`src/rtl/dtmr_pkg.sv`:
```
package dtmr_pkg;

    localparam int unsigned ADDR_W = 5;

    // Field order makes run0 bit 0 ... reload1 bit 3
    typedef struct packed {
        logic rel1;
        logic run1;
        logic rel0;
        logic run0;
    } ctrl_t;

    localparam logic [ADDR_W-1:0] OFS_CTRL = 5'h00;
    localparam logic [ADDR_W-1:0] OFS_FLAG = 5'h04;
    localparam logic [ADDR_W-1:0] OFS_RLD0 = 5'h10;
    localparam logic [ADDR_W-1:0] OFS_VAL0 = 5'h14;
    localparam logic [ADDR_W-1:0] OFS_RLD1 = 5'h18;
    localparam logic [ADDR_W-1:0] OFS_VAL1 = 5'h1C;

endpackage

```
`src/rtl/dtmr_core.sv`:
```
module dtmr_core #(
    parameter int unsigned CNT_W = 32
) (
    input  logic             clk,
    input  logic             rst_n,
    input  logic             run_i,
    input  logic             autoreload_i,
    input  logic             val_we_i,
    input  logic             rld_we_i,
    input  logic [CNT_W-1:0] wdata_i,
    output logic [CNT_W-1:0] count_o,
    output logic [CNT_W-1:0] reload_o,
    output logic             expire_o
);

    typedef struct packed {
        logic [CNT_W-1:0] cnt;
        logic [CNT_W-1:0] rld;
        logic             armed;
    } core_state_t;

    core_state_t st_d, st_q;
    logic        at_zero;

    always_comb begin
        st_d     = st_q;
        at_zero  = (st_q.cnt == '0);
        expire_o = run_i && at_zero && (autoreload_i || st_q.armed);

        if (rld_we_i) begin
            st_d.rld = wdata_i;
        end

        if (val_we_i) begin
            st_d.cnt   = wdata_i;
            st_d.armed = 1'b1;
        end else if (run_i) begin
            if (!at_zero) begin
                st_d.cnt = st_q.cnt - CNT_W'(1);
            end else if (autoreload_i) begin
                st_d.cnt = st_q.rld;
            end else begin
                st_d.armed = 1'b0;
            end
        end
    end

    always_ff @(posedge clk or negedge rst_n) begin
        if (!rst_n) begin
            st_q <= '0;
        end else begin
            st_q <= st_d;
        end
    end

    assign count_o  = st_q.cnt;
    assign reload_o = st_q.rld;

endmodule

```
`src/rtl/dtmr_flag.sv`:
```
module dtmr_flag (
    input  logic clk,
    input  logic rst_n,
    input  logic set_i,
    input  logic clr_i,
    output logic flag_o
);

    logic flag_d, flag_q;

    always_comb begin
        flag_d = flag_q;
        if (set_i) begin
            flag_d = 1'b1;
        end else if (clr_i) begin
            flag_d = 1'b0;
        end
    end

    always_ff @(posedge clk or negedge rst_n) begin
        if (!rst_n) begin
            flag_q <= 1'b0;
        end else begin
            flag_q <= flag_d;
        end
    end

    assign flag_o = flag_q;

endmodule

```
`src/rtl/dual_timer.sv`:
```
module dual_timer
    import dtmr_pkg::*;
#(
    parameter int unsigned CNT_W = 32
) (
    input  logic              clk,
    input  logic              rst_n,
    input  logic              bus_wr,
    input  logic              bus_rd,
    input  logic [ADDR_W-1:0] bus_addr,
    input  logic [CNT_W-1:0]  bus_wdata,
    output logic [CNT_W-1:0]  bus_rdata,
    output logic              irq
);

    localparam int unsigned NTMR = 2;
    localparam int unsigned CTRL_W = $bits(ctrl_t);

    typedef struct packed {
        ctrl_t            ctrl;
        logic [CNT_W-1:0] rdata;
    } top_state_t;

    top_state_t       top_d, top_q;
    ctrl_t            ctrl_w;
    logic [NTMR-1:0]  run_w, rel_w, val_we_w, rld_we_w, expire_w;
    logic [CNT_W-1:0] count_w  [NTMR];
    logic [CNT_W-1:0] reload_w [NTMR];
    logic             flag_w;
    logic             flag_clr_w;

    assign ctrl_w = top_q.ctrl;
    assign run_w  = {ctrl_w.run1, ctrl_w.run0};
    assign rel_w  = {ctrl_w.rel1, ctrl_w.rel0};

    for (genvar g = 0; g < NTMR; g++) begin : g_tmr
        localparam logic [ADDR_W-1:0] VAL_OFS = (g == 0) ? OFS_VAL0 : OFS_VAL1;
        localparam logic [ADDR_W-1:0] RLD_OFS = (g == 0) ? OFS_RLD0 : OFS_RLD1;

        assign val_we_w[g] = bus_wr && (bus_addr == VAL_OFS);
        assign rld_we_w[g] = bus_wr && (bus_addr == RLD_OFS);

        dtmr_core #(.CNT_W(CNT_W)) u_core (
            .clk          (clk),
            .rst_n        (rst_n),
            .run_i        (run_w[g]),
            .autoreload_i (rel_w[g]),
            .val_we_i     (val_we_w[g]),
            .rld_we_i     (rld_we_w[g]),
            .wdata_i      (bus_wdata),
            .count_o      (count_w[g]),
            .reload_o     (reload_w[g]),
            .expire_o     (expire_w[g])
        );
    end

    assign flag_clr_w = bus_wr && (bus_addr == OFS_FLAG) && bus_wdata[0];

    dtmr_flag u_flag (
        .clk    (clk),
        .rst_n  (rst_n),
        .set_i  (expire_w[1]),
        .clr_i  (flag_clr_w),
        .flag_o (flag_w)
    );

    always_comb begin
        top_d = top_q;
        if (bus_wr && (bus_addr == OFS_CTRL)) begin
            top_d.ctrl = ctrl_t'(bus_wdata[CTRL_W-1:0]);
        end
        if (bus_rd) begin
            case (bus_addr)
                OFS_CTRL: top_d.rdata = {{(CNT_W-CTRL_W){1'b0}}, top_q.ctrl};
                OFS_FLAG: top_d.rdata = {{(CNT_W-1){1'b0}}, flag_w};
                OFS_RLD0: top_d.rdata = reload_w[0];
                OFS_VAL0: top_d.rdata = count_w[0];
                OFS_RLD1: top_d.rdata = reload_w[1];
                OFS_VAL1: top_d.rdata = count_w[1];
                default:  top_d.rdata = '0;
            endcase
        end
    end

    always_ff @(posedge clk or negedge rst_n) begin
        if (!rst_n) begin
            top_q <= '0;
        end else begin
            top_q <= top_d;
        end
    end

    assign bus_rdata = top_q.rdata;
    assign irq       = flag_w;

endmodule

```
`config.mk`:
```
export PLATFORM = sky130hd
export DESIGN_NAME = dual_timer
export DESIGN_NICKNAME = d
export VERILOG_FILES = /design/src/rtl/dtmr_pkg.sv /design/src/rtl/dtmr_core.sv /design/src/rtl/dtmr_flag.sv /design/src/rtl/dual_timer.sv
export SDC_FILE = /design/constraint.sdc
export NUM_CORES = 1
export LEC_CHECK = 0
export ABC_AREA = 1
export BUFFER_PORTS_ARGS = -buffer_cell sky130_fd_sc_hd__buf_2
export CORE_AREA = 2 2 173 209
export CTS_CLUSTER_SIZE = 40
export DETAILED_ROUTE_END_ITERATION = 8
export DIE_AREA = 0 0 175 211
export SLEW_MARGIN = 20
export SYNTH_ARGS = -nofsm -noshare
export SYNTH_HDL_FRONTEND = slang
export SYNTH_HIERARCHICAL = 1
export SYNTH_SLANG_ARGS = --single-unit
```
`constraint.sdc`:
```
create_clock -name clk -period 1.9 [get_ports clk]
set_input_delay 0.19 -clock clk [delete_from_list [all_inputs] [get_ports clk]]
set_output_delay 0.19 -clock clk [all_outputs]
set_load 0.02 [all_outputs]
```
==> reports/qor.yml, run 1 <==
status:
  status: "completed"
cts:
  clockBufferDepth: 2
  insertion_delay_ns: 0.47
  ctsRootBufferMaster: "clkbuf_16"
  cts_tree: "yes"
  cts_buffers: 17
  cts_max_level: 4
  clock-sinks: 166
  clk_pin_slew_ns: 0.06
placed_design:
  gp_congestion: 0.959
  pre_cts_slack_ns: -0.133
  numPortBuffers: 73
  postPlaceCellArea_um2: 12900
  dp_hpwl_mm: 31.6
  dp_cells: 2275
detailed_routing:
  viasPerCell: 5.07
  wl_met1_mm: 17.1
  vias: 11781
  remaining_drc_errors: 0
  dr.max_layer_used: "met4"
  wl_met2_mm: 20.4
  first_iter_violations: 996
  firstDrtPassIters: 6
  wl_per_cell_um: 17.7
  wirelength_mm: 41.0
  met3_length_mm: 1.86
  ant_nets: 0
critical_path:
  worstSetupEndpointType: "register"
  path_buf_inv: 1
  startpoint: "g_tmr[0].u_core/count_o[26]"
  cp-start-kind: "register"
  r2r-start: "g_tmr[0].u_core/count_o[26]"
  path_delay_family: "simple AND/OR/NAND/NOR gates"
  cpPeakStageDelay_ns: 0.39
  worstPathRequired_ns: 2.25
  critPathKind: "register to register"
  critPathMaxFanout: 20
  arrival_ns: 2.21
  path_cells: "nor2_1 -> nand2_1 -> nor2_1 -> nand2_2 -> nor2_8 -> nand2_4 -> nand2_8 -> buf_12 -> nor2_1 -> nand2_1 -> nand2_1"
  cpMaxStageDelayCell: "dfrtp_1"
finish:
  final_util_pct: 39.8
  antenna_cells: 0
  area_growth_syn_to_layout_pct: 14.9
  seqCellArea_um2: 4160
  multi_input_area_um2: 6180
  final_design_area_no_fill_um2: 13900
  stdcell_count: 2322
  fin_nets: 1892
  drive_above_1_share_pct: 20.6
  fillers: 3631
grt:
  grt_pass1_wl_mm: 64.0
  grt_pass1_vias: 11241
  grt_start_max_net_pins: 53
  antenna_found_initial: 0
  overflow: 0
  grtUsageTotal_pct: 22.6
floorplanning:
  start_util_pct: 34.7
  io_pins: 74
  die_width_um: 175
  core_area_um2: 34800
  die_h_um: 211
  die_area_um2: 36900
  rows: 75
sta:
  holdWs_ns: 0.0125
  finalSetupViolCount: 0
  setup_slack_ns: 0.0464
  tns_ns: 0
  finClkSkew_ns: 0.0139
  relSlewSlack_pct: 29.6
  rsz0062_at_grt: "yes"
  fmax_mhz: 539
  period_share_pct: 97.6
  slew_viol_final: 0
  tightest_slew_ns: 1.05
  hold_viol_final: 0
  fin_crit_ns: 1.85
power_and_ir_drop:
  p_total_mw: 17.5
  power_density_nw_per_um2: 1260
  vdd_drop_max_mv: 0.751
  p_leak_nw: 7.45
yosys:
  mappedNetlistNets: 1845
  synth_cells: 1800
  syn_area_per_cell_um2: 6.71
  yosysWarnings: 6
  syn-cell-area_um2: 12100
flow_run:
  cap_viol_max_count: 0
hold_path:
  min_from: "bus_wdata[21]"
  min_path_type: "input pin to register"
[worst paths after layout]
check | end | slack (ns) | cells past startpoint
worst max-delay path | g_tmr[0].u_core/count_o[23] | 0.05 | 11
min in group asynchronous | g_tmr[1].u_core/reload_o[8] | 0.23 | 2
worst max register to register | g_tmr[0].u_core/count_o[23] | 0.05 | 11
max in group asynchronous | g_tmr[0].u_core/count_o[30] | 1.02 | 3
worst min-delay path | g_tmr[0].u_core/reload_o[21] | 0.01 | 2
worst min register to register | bus_rdata[2] | 0.48 | 2
[registers in the layout, summed over array words and instances (netlist names)]
register / flops
g_tmr.u_core/reload_o: 64
g_tmr.u_core/count_o: 64
g_tmr.u_core/st_q: 1
bus_rdata: 32
ctrl_w: 4
u_flag/flag_o: 1
[report_power, final]
group	switching (mW)	leakage, nW	total, mW	internal [mW]
clock network	1.57	0.317	3.94	2.36
logic	5.13	5.03	8.29	3.17
registers	0.836	2.11	5.27	4.43
[final cells by class]
class                           count  share of cell area, %
Multi-Input combinational cell   1283                   44.5
Sequential cell                   166                   30.0
Timing Repair Buffer              224                   12.4
Inverter                          155                   4.27
Tap cell                          462                   4.17
Clock buffer                       19                   3.19
Clock inverter                     13                   1.47
[per-layer routing]
metal / global-route usage (%) / vias to the layer above
met5: 0 / -
met4: 11.4 / 0
met3: 2.29 / 96
met2: 38.4 / 378
met1: 28.5 / 5647
li1: - / 5660
[layout by cell type (no fill, tap or decap), drive strengths merged, types with 4 or more instances in the layout]
master and n:
nand3b 9, clkbuf 19, a21oi 53, inv 154, nand2 673, nor2 199
nand4 49, o21ai 98, a21boi 19, bufinv 5, ha 4, clkinv 8
nand3 137, buf 220, xor2 10, nor3 5, dfrtp 166, mux2 18
[timing repair]
item,in CTS,in global routing
gates cloned,2,0
resized for setup,9,59
endpoints found under the setup margin,22,65
buffers inserted,1,9
pin swaps,2,9
endpoints found under the hold margin,40,0
hold buffers,3,0
(Power assumes the default switching activity.)
==> run 2: changes to the inputs <==
==> constraint.sdc (replaced) <==
create_clock -name clk -period 1.7 [get_ports clk]
set_input_delay 0.17 -clock clk [delete_from_list [all_inputs] [get_ports clk]]
set_output_delay 0.17 -clock clk [all_outputs]
set_load 0.02 [all_outputs]
==> reports/qor.yml, run 2 (same netlist as run 1, synthesis figures left out) <==
cts:
  ctsRootBufferMaster: "clkbuf_16"
  cts_buffers: 17
  insertion_delay_ns: 0.46
  cts_max_level: 4
  cts_tree: "yes"
  clockBufferDepth: 2
  clock-sinks: 166
  clk_pin_slew_ns: 0.07
sta:
  setup_slack_ns: -0.140
  fin_crit_ns: 1.84
  rsz0062_at_grt: "yes"
  fmax_mhz: 544
  finalSetupViolCount: 65
  period_share_pct: 108
  finClkSkew_ns: 0.00814
  relSlewSlack_pct: 43.7
  tns_ns: -5.48
  tightest_slew_ns: 0.839
  holdWs_ns: 0.0181
  hold_viol_final: 0
  slew_viol_final: 0
finish:
  drive_above_1_share_pct: 32.2
  antenna_cells: 0
  area_growth_syn_to_layout_pct: 31.2
  final_common_cell: "nand2_1"
  fillers: 3456
  layout_common_cells: "nand2_1, buf_4, dfrtp_1"
  fin_nets: 2013
status:
  status: "finished, violations left"
  violations: "negative setup slack"
floorplanning:
  die_width_um: 175
  start_util_pct: 34.7
  core_area_um2: 34800
  io_pins: 74
  die_h_um: 211
  rows: 75
  die_area_um2: 36900
detailed_routing:
  wl_per_cell_um: 18.0
  first_iter_violations: 1085
  vias: 12399
  viasPerCell: 5.08
  remaining_drc_errors: 0
  ant_nets: 0
  wirelength_mm: 43.9
  firstDrtPassIters: 6
hold_path:
  min_path_type: "input pin to register"
  hold_path_end: "g_tmr[1].u_core/reload_o[28]"
  holdPathStages: 3
  min_from: "bus_wdata[28]"
grt:
  grtUsageTotal_pct: 22.9
  grt_busiest_layer: "met2"
  antenna_found_initial: 0
  use_met3_pct: 3.24
  grtUsageMet2_pct: 39.4
  grt_start_max_net_pins: 78
  grt_pass1_wl_mm: 65.1
  overflow: 0
  grt_pass1_vias: 11905
  grtUsageMet1_pct: 27.7
critical_path:
  critPathMaxFanout: 6
  r2r-start: "g_tmr[0].u_core/count_o[21]"
  path_cells: "nor2_2 -> nand2_2 -> nor2_4 -> nand2_4 -> nor2_8 -> nand2_8 -> nand2_8 -> clkinv_8 -> nand3_2 -> nand3_2"
  r2r_cells: 10
  arrival_ns: 2.17
  worst_r2r_endpoint: "g_tmr[0].u_core/count_o[0]"
  cpPeakStageDelay_ns: 0.43
  cpMaxStageDelayCell: "dfrtp_1"
  worstPathRequired_ns: 2.03
  critPathKind: "register to register"
  worstSetupEndpointType: "register"
  cp-start-kind: "register"
  reg2reg_setup_slack_ns: -0.14
power_and_ir_drop:
  power_density_nw_per_um2: 1430
  p_total_mw: 22.6
  vdd_drop_max_mv: 0.779
  p_leak_nw: 8.35
placed_design:
  gp_congestion: 0.934
  dp_hpwl_mm: 31.3
  numPortBuffers: 73
flow_run:
  cap_viol_max_count: 0
run 2: worst max-delay path, delay by kind of cell, from the launching register on:
kind          cells  cell delay, ns
simple gates      9            1.16
flops             1            0.43
buf+inv           1            0.11
run 2: metal layers:
metal	part of all wire, %	wire length (µm)	up-vias
li1	-	-	5911
met1	40	17400	5897
met2	49	21700	457
met3	5.5	2420	134
met4	5.5	2430	0
met5	0	0	-
run 2: what timing repair did:
| item | in CTS | in global routing |
|---|---|---|
| hold buffers | 11 | 0 |
| gates cloned | 6 | 11 |
| setup buffers | 16 | 10 |
| resized for setup | 116 | 184 |
| setup endpoints to repair | 66 | 66 |
| pin swaps | 41 | 89 |
| hold endpoints to repair | 177 | 0 |
run 2: report_power, final:
group / switching [mW] / internal, mW / total (mW) / leakage [nW]
logic: 6.93 / 5.41 / 12.3 / 5.93
registers: 0.951 / 4.95 / 5.90 / 2.11
clock network: 1.70 / 2.64 / 4.34 / 0.304
total: 9.58 / 13.0 / 22.6 / 8.35
run 2: area by class of cell:
type	count	area (µm²)	share of cell area (%)
multi-input combinational	1283	6860	43.3
sequential	166	4160	26.2
timing repair buffer	342	2950	18.6
inverter	155	609	3.85
tap	462	578	3.65
clock buffer	23	498	3.14
clock inverter	7	143	0.901
timing repair inverter	3	36.3	0.229
run 2: through the flow:
stage                     cell area (µm²)  instances  setup WS (ns)  utilization (%)
after CTS                           14900       2421        -0.0980             42.8
after floorplan                     12100       1800        0.00198                -
after detailed placement            13500       2359         -0.276             38.9
after global placement              13500       2359         -0.276             38.9
after global routing                15800       2441         -0.236             45.5
final                               15800       2441         -0.140             45.5
run 2: worst max-delay path by stage:
stage	slack (ns)	to	start
final	-0.14	g_tmr[0].u_core/count_o[0]	g_tmr[0].u_core/count_o[21]
after detailed placement	-0.28	g_tmr[1].u_core/count_o[8]	g_tmr[1].u_core/count_o[0]
after CTS	-0.1	g_tmr[1].u_core/count_o[12]	g_tmr[1].u_core/count_o[28]
after global routing	-0.24	g_tmr[0].u_core/count_o[0]	g_tmr[0].u_core/count_o[21]
after global placement	-0.28	g_tmr[1].u_core/count_o[8]	g_tmr[1].u_core/count_o[0]
after floorplan	0.002	g_tmr[1].u_core/reload_o[6]	bus_addr[2]
==> run 3: changes to the inputs <==
--- a/config.mk
+++ b/config.mk
@@ -7,12 +7,11 @@
 export LEC_CHECK = 0
 export ABC_AREA = 1
 export BUFFER_PORTS_ARGS = -buffer_cell sky130_fd_sc_hd__buf_2
-export CORE_AREA = 2 2 173 209
+export CORE_AREA = 2 2 161 194
 export CTS_CLUSTER_SIZE = 40
 export DETAILED_ROUTE_END_ITERATION = 8
-export DIE_AREA = 0 0 175 211
+export DIE_AREA = 0 0 163 196
 export SLEW_MARGIN = 20
 export SYNTH_ARGS = -nofsm -noshare
 export SYNTH_HDL_FRONTEND = slang
-export SYNTH_HIERARCHICAL = 1
 export SYNTH_SLANG_ARGS = --single-unit
==> reports/qor.yml, run 3 <==
sta:
  slew_viol_final: 0
  holdWs_ns: 0.00582
  fin_crit_ns: 1.83
  tightest_slew_ns: 0.693
  period_share_pct: 108
  rsz0062_at_grt: "yes"
  finClkSkew_ns: 0.0126
  tns_ns: -5.55
  relSlewSlack_pct: 53.3
  setup_slack_ns: -0.131
  fmax_mhz: 546
  hold_viol_final: 0
  finalSetupViolCount: 63
yosys:
  netlist_top_cells_area: "dfrtp_1, nand2_1, o21ai_0"
  syn_area_per_cell_um2: 6.65
  synth_cells: 1558
  ys_ff_latch: 166
  syn-cell-area_um2: 10400
  ys_top_cells_by_count: "nand2_1, nor2_1, inv_1, dfrtp_1, o21ai_0"
  mappedNetlistNets: 1603
  ys_types: 36
  synthFlopType: "dfrtp_1"
  yosysWarnings: 0
  ys_async_sr_fraction_pct: 100
  yosysTopAreaCell: "dfrtp_1"
  synth_most_common_cell: "nand2_1"
  synth_top_area_share_pct: 40.1
  ys_seq_area_share_pct: 40.1
  synth_edf_count: 0
critical_path:
  critPathMaxFanout: 7
  worstPathRequired_ns: 2.08
  arrival_ns: 2.21
  critPathKind: "register to register"
  worstSetupEndpointType: "register"
  cp-start-kind: "register"
floorplanning:
  core_area_um2: 30200
  die_h_um: 196
  die_width_um: 163
  die_area_um2: 31900
  rows: 70
  start_util_pct: 34.3
  io_pins: 74
placed_design:
  numPortBuffers: 73
  dp_cells: 2167
  dp_hpwl_mm: 30.9
  gp_congestion: 0.942
cts:
  cts_buffers: 17
  clockBufferDepth: 2
  cts_max_level: 4
  cts_tree: "yes"
  clock-sinks: 166
  ctsRootBufferMaster: "clkbuf_16"
  insertion_delay_ns: 0.45
  clk_pin_slew_ns: 0.07
finish:
  layout_common_cells: "nand2_1, buf_4, inv_1, dfrtp_1, o21ai_0"
  final_util_pct: 48.2
  stdcell_count: 2238
  antenna_cells: 0
  area_growth_syn_to_layout_pct: 40.6
  fin_nets: 1874
  final_common_cell: "nand2_1"
  drive_above_1_share_pct: 30.5
grt:
  grt_pass1_vias: 11129
  grt_start_max_net_pins: 65
  overflow: 0
  grt_pass1_wl_mm: 63.4
  grtUsageTotal_pct: 26.0
  antenna_found_initial: 0
detailed_routing:
  vias: 11622
  first_iter_violations: 963
  viasPerCell: 5.19
  wirelength_mm: 42.4
  wl_per_cell_um: 18.9
  firstDrtPassIters: 7
  remaining_drc_errors: 0
  ant_nets: 0
power_and_ir_drop:
  p_leak_nw: 7.32
  vdd_drop_max_mv: 0.633
  power_density_nw_per_um2: 1520
status:
  violations: "negative setup slack"
  status: "finished, violations left"
hold_path:
  min_path_type: "input pin to register"
flow_run:
  cap_viol_max_count: 0
[run 3: area by class of cell]
type | count | area, µm²
clock buffers | 19 | 443
inverters | 178 | 689
well taps | 396 | 495
flip-flops and latches | 166 | 4160
multi-input cells | 1154 | 5990
clock inverters | 13 | 128
repair buffers | 311 | 2650
fillers | 3063 | 15700
repair inverters | 1 | 7.51
[run 3: repair_timing]
item / 4_1_cts / 5_1_grt
endpoints found under the hold margin: 142 / 0
endpoints found under the setup margin: 64 / 66
resized for setup: 87 / 185
cloned: 2 / 9
pin swaps: 17 / 90
buffers inserted: 20 / 8
hold buffers: 1 / 0
[run 3: worst max-delay path: stages, from the launching register on]
cell	delay, ns
dfrtp_1	0.40
nor2_1	0.13
buf_4	0.15
nand2_4	0.05
nor2_4	0.11
nand2_2	0.07
nor2_4	0.13
buf_12	0.14
nand3_4	0.10
nand2_8	0.10
buf_12	0.12
buf_12	0.12
a21oi_2	0.05
nand2_1	0.09
[run 3: final timing paths]
check,startpoint,end,slack (ns),cells past startpoint
worst min-delay path,bus_wdata[4],g_tmr[1].u_core.count_o[4],0.006,3
min in group asynchronous,rst_n,g_tmr[1].u_core.reload_o[2],0.18,2
worst max register to register,g_tmr[0].u_core.count_o[29],g_tmr[0].u_core.count_o[23],-0.13,13
max in group asynchronous,rst_n,g_tmr[0].u_core.reload_o[1],0.87,3
worst max-delay path,g_tmr[0].u_core.count_o[29],g_tmr[0].u_core.count_o[23],-0.13,13
worst min register to register,g_tmr[0].u_core.reload_o[28],g_tmr[0].u_core.reload_o[28],0.49,2
[run 3: cell families after synthesis]
logic type	synth area share, %
DFF	40.1
and+or+nand+nor	34.1
adders and majority gates	0.483
AOI/OAI and AO/OA	14.2
buffers and inverters	9.54
xor gates and xnor gates	1.61
[run 3: layer usage]
metal | routed length (µm) | part of all wire, % | vias up | GRT usage, %
met5 | 0 | 0 | - | 0
met4 | 2150 | 5.1 | 0 | 12.8
met3 | 2710 | 6.4 | 102 | 3.89
met2 | 19800 | 47 | 472 | 42.2
met1 | 17700 | 42 | 5527 | 33.9
li1 | - | - | 5521 | -
[run 3: through the flow]
step	area, µm²	total power, mW	setup slack, ns
4_1_cts	13700	20.6	-0.0576
6_report	14600	22.1	-0.131
3_5_place_dp	12600	15.7	-0.191
3_3_place_gp	12600	15.6	-0.166
2_1_floorplan	10400	10.9	0.0747
5_1_grt	14600	23.6	-0.219
[run 3: power breakdown]
| group | internal, mW | switching, mW | total (mW) |
|---|---|---|---|
| Clock | 1.99 | 1.97 | 3.96 |
| Sequential | 4.94 | 0.879 | 5.82 |
| Combinational | 5.40 | 6.96 | 12.4 |
| Total | 12.3 | 9.81 | 22.1 |
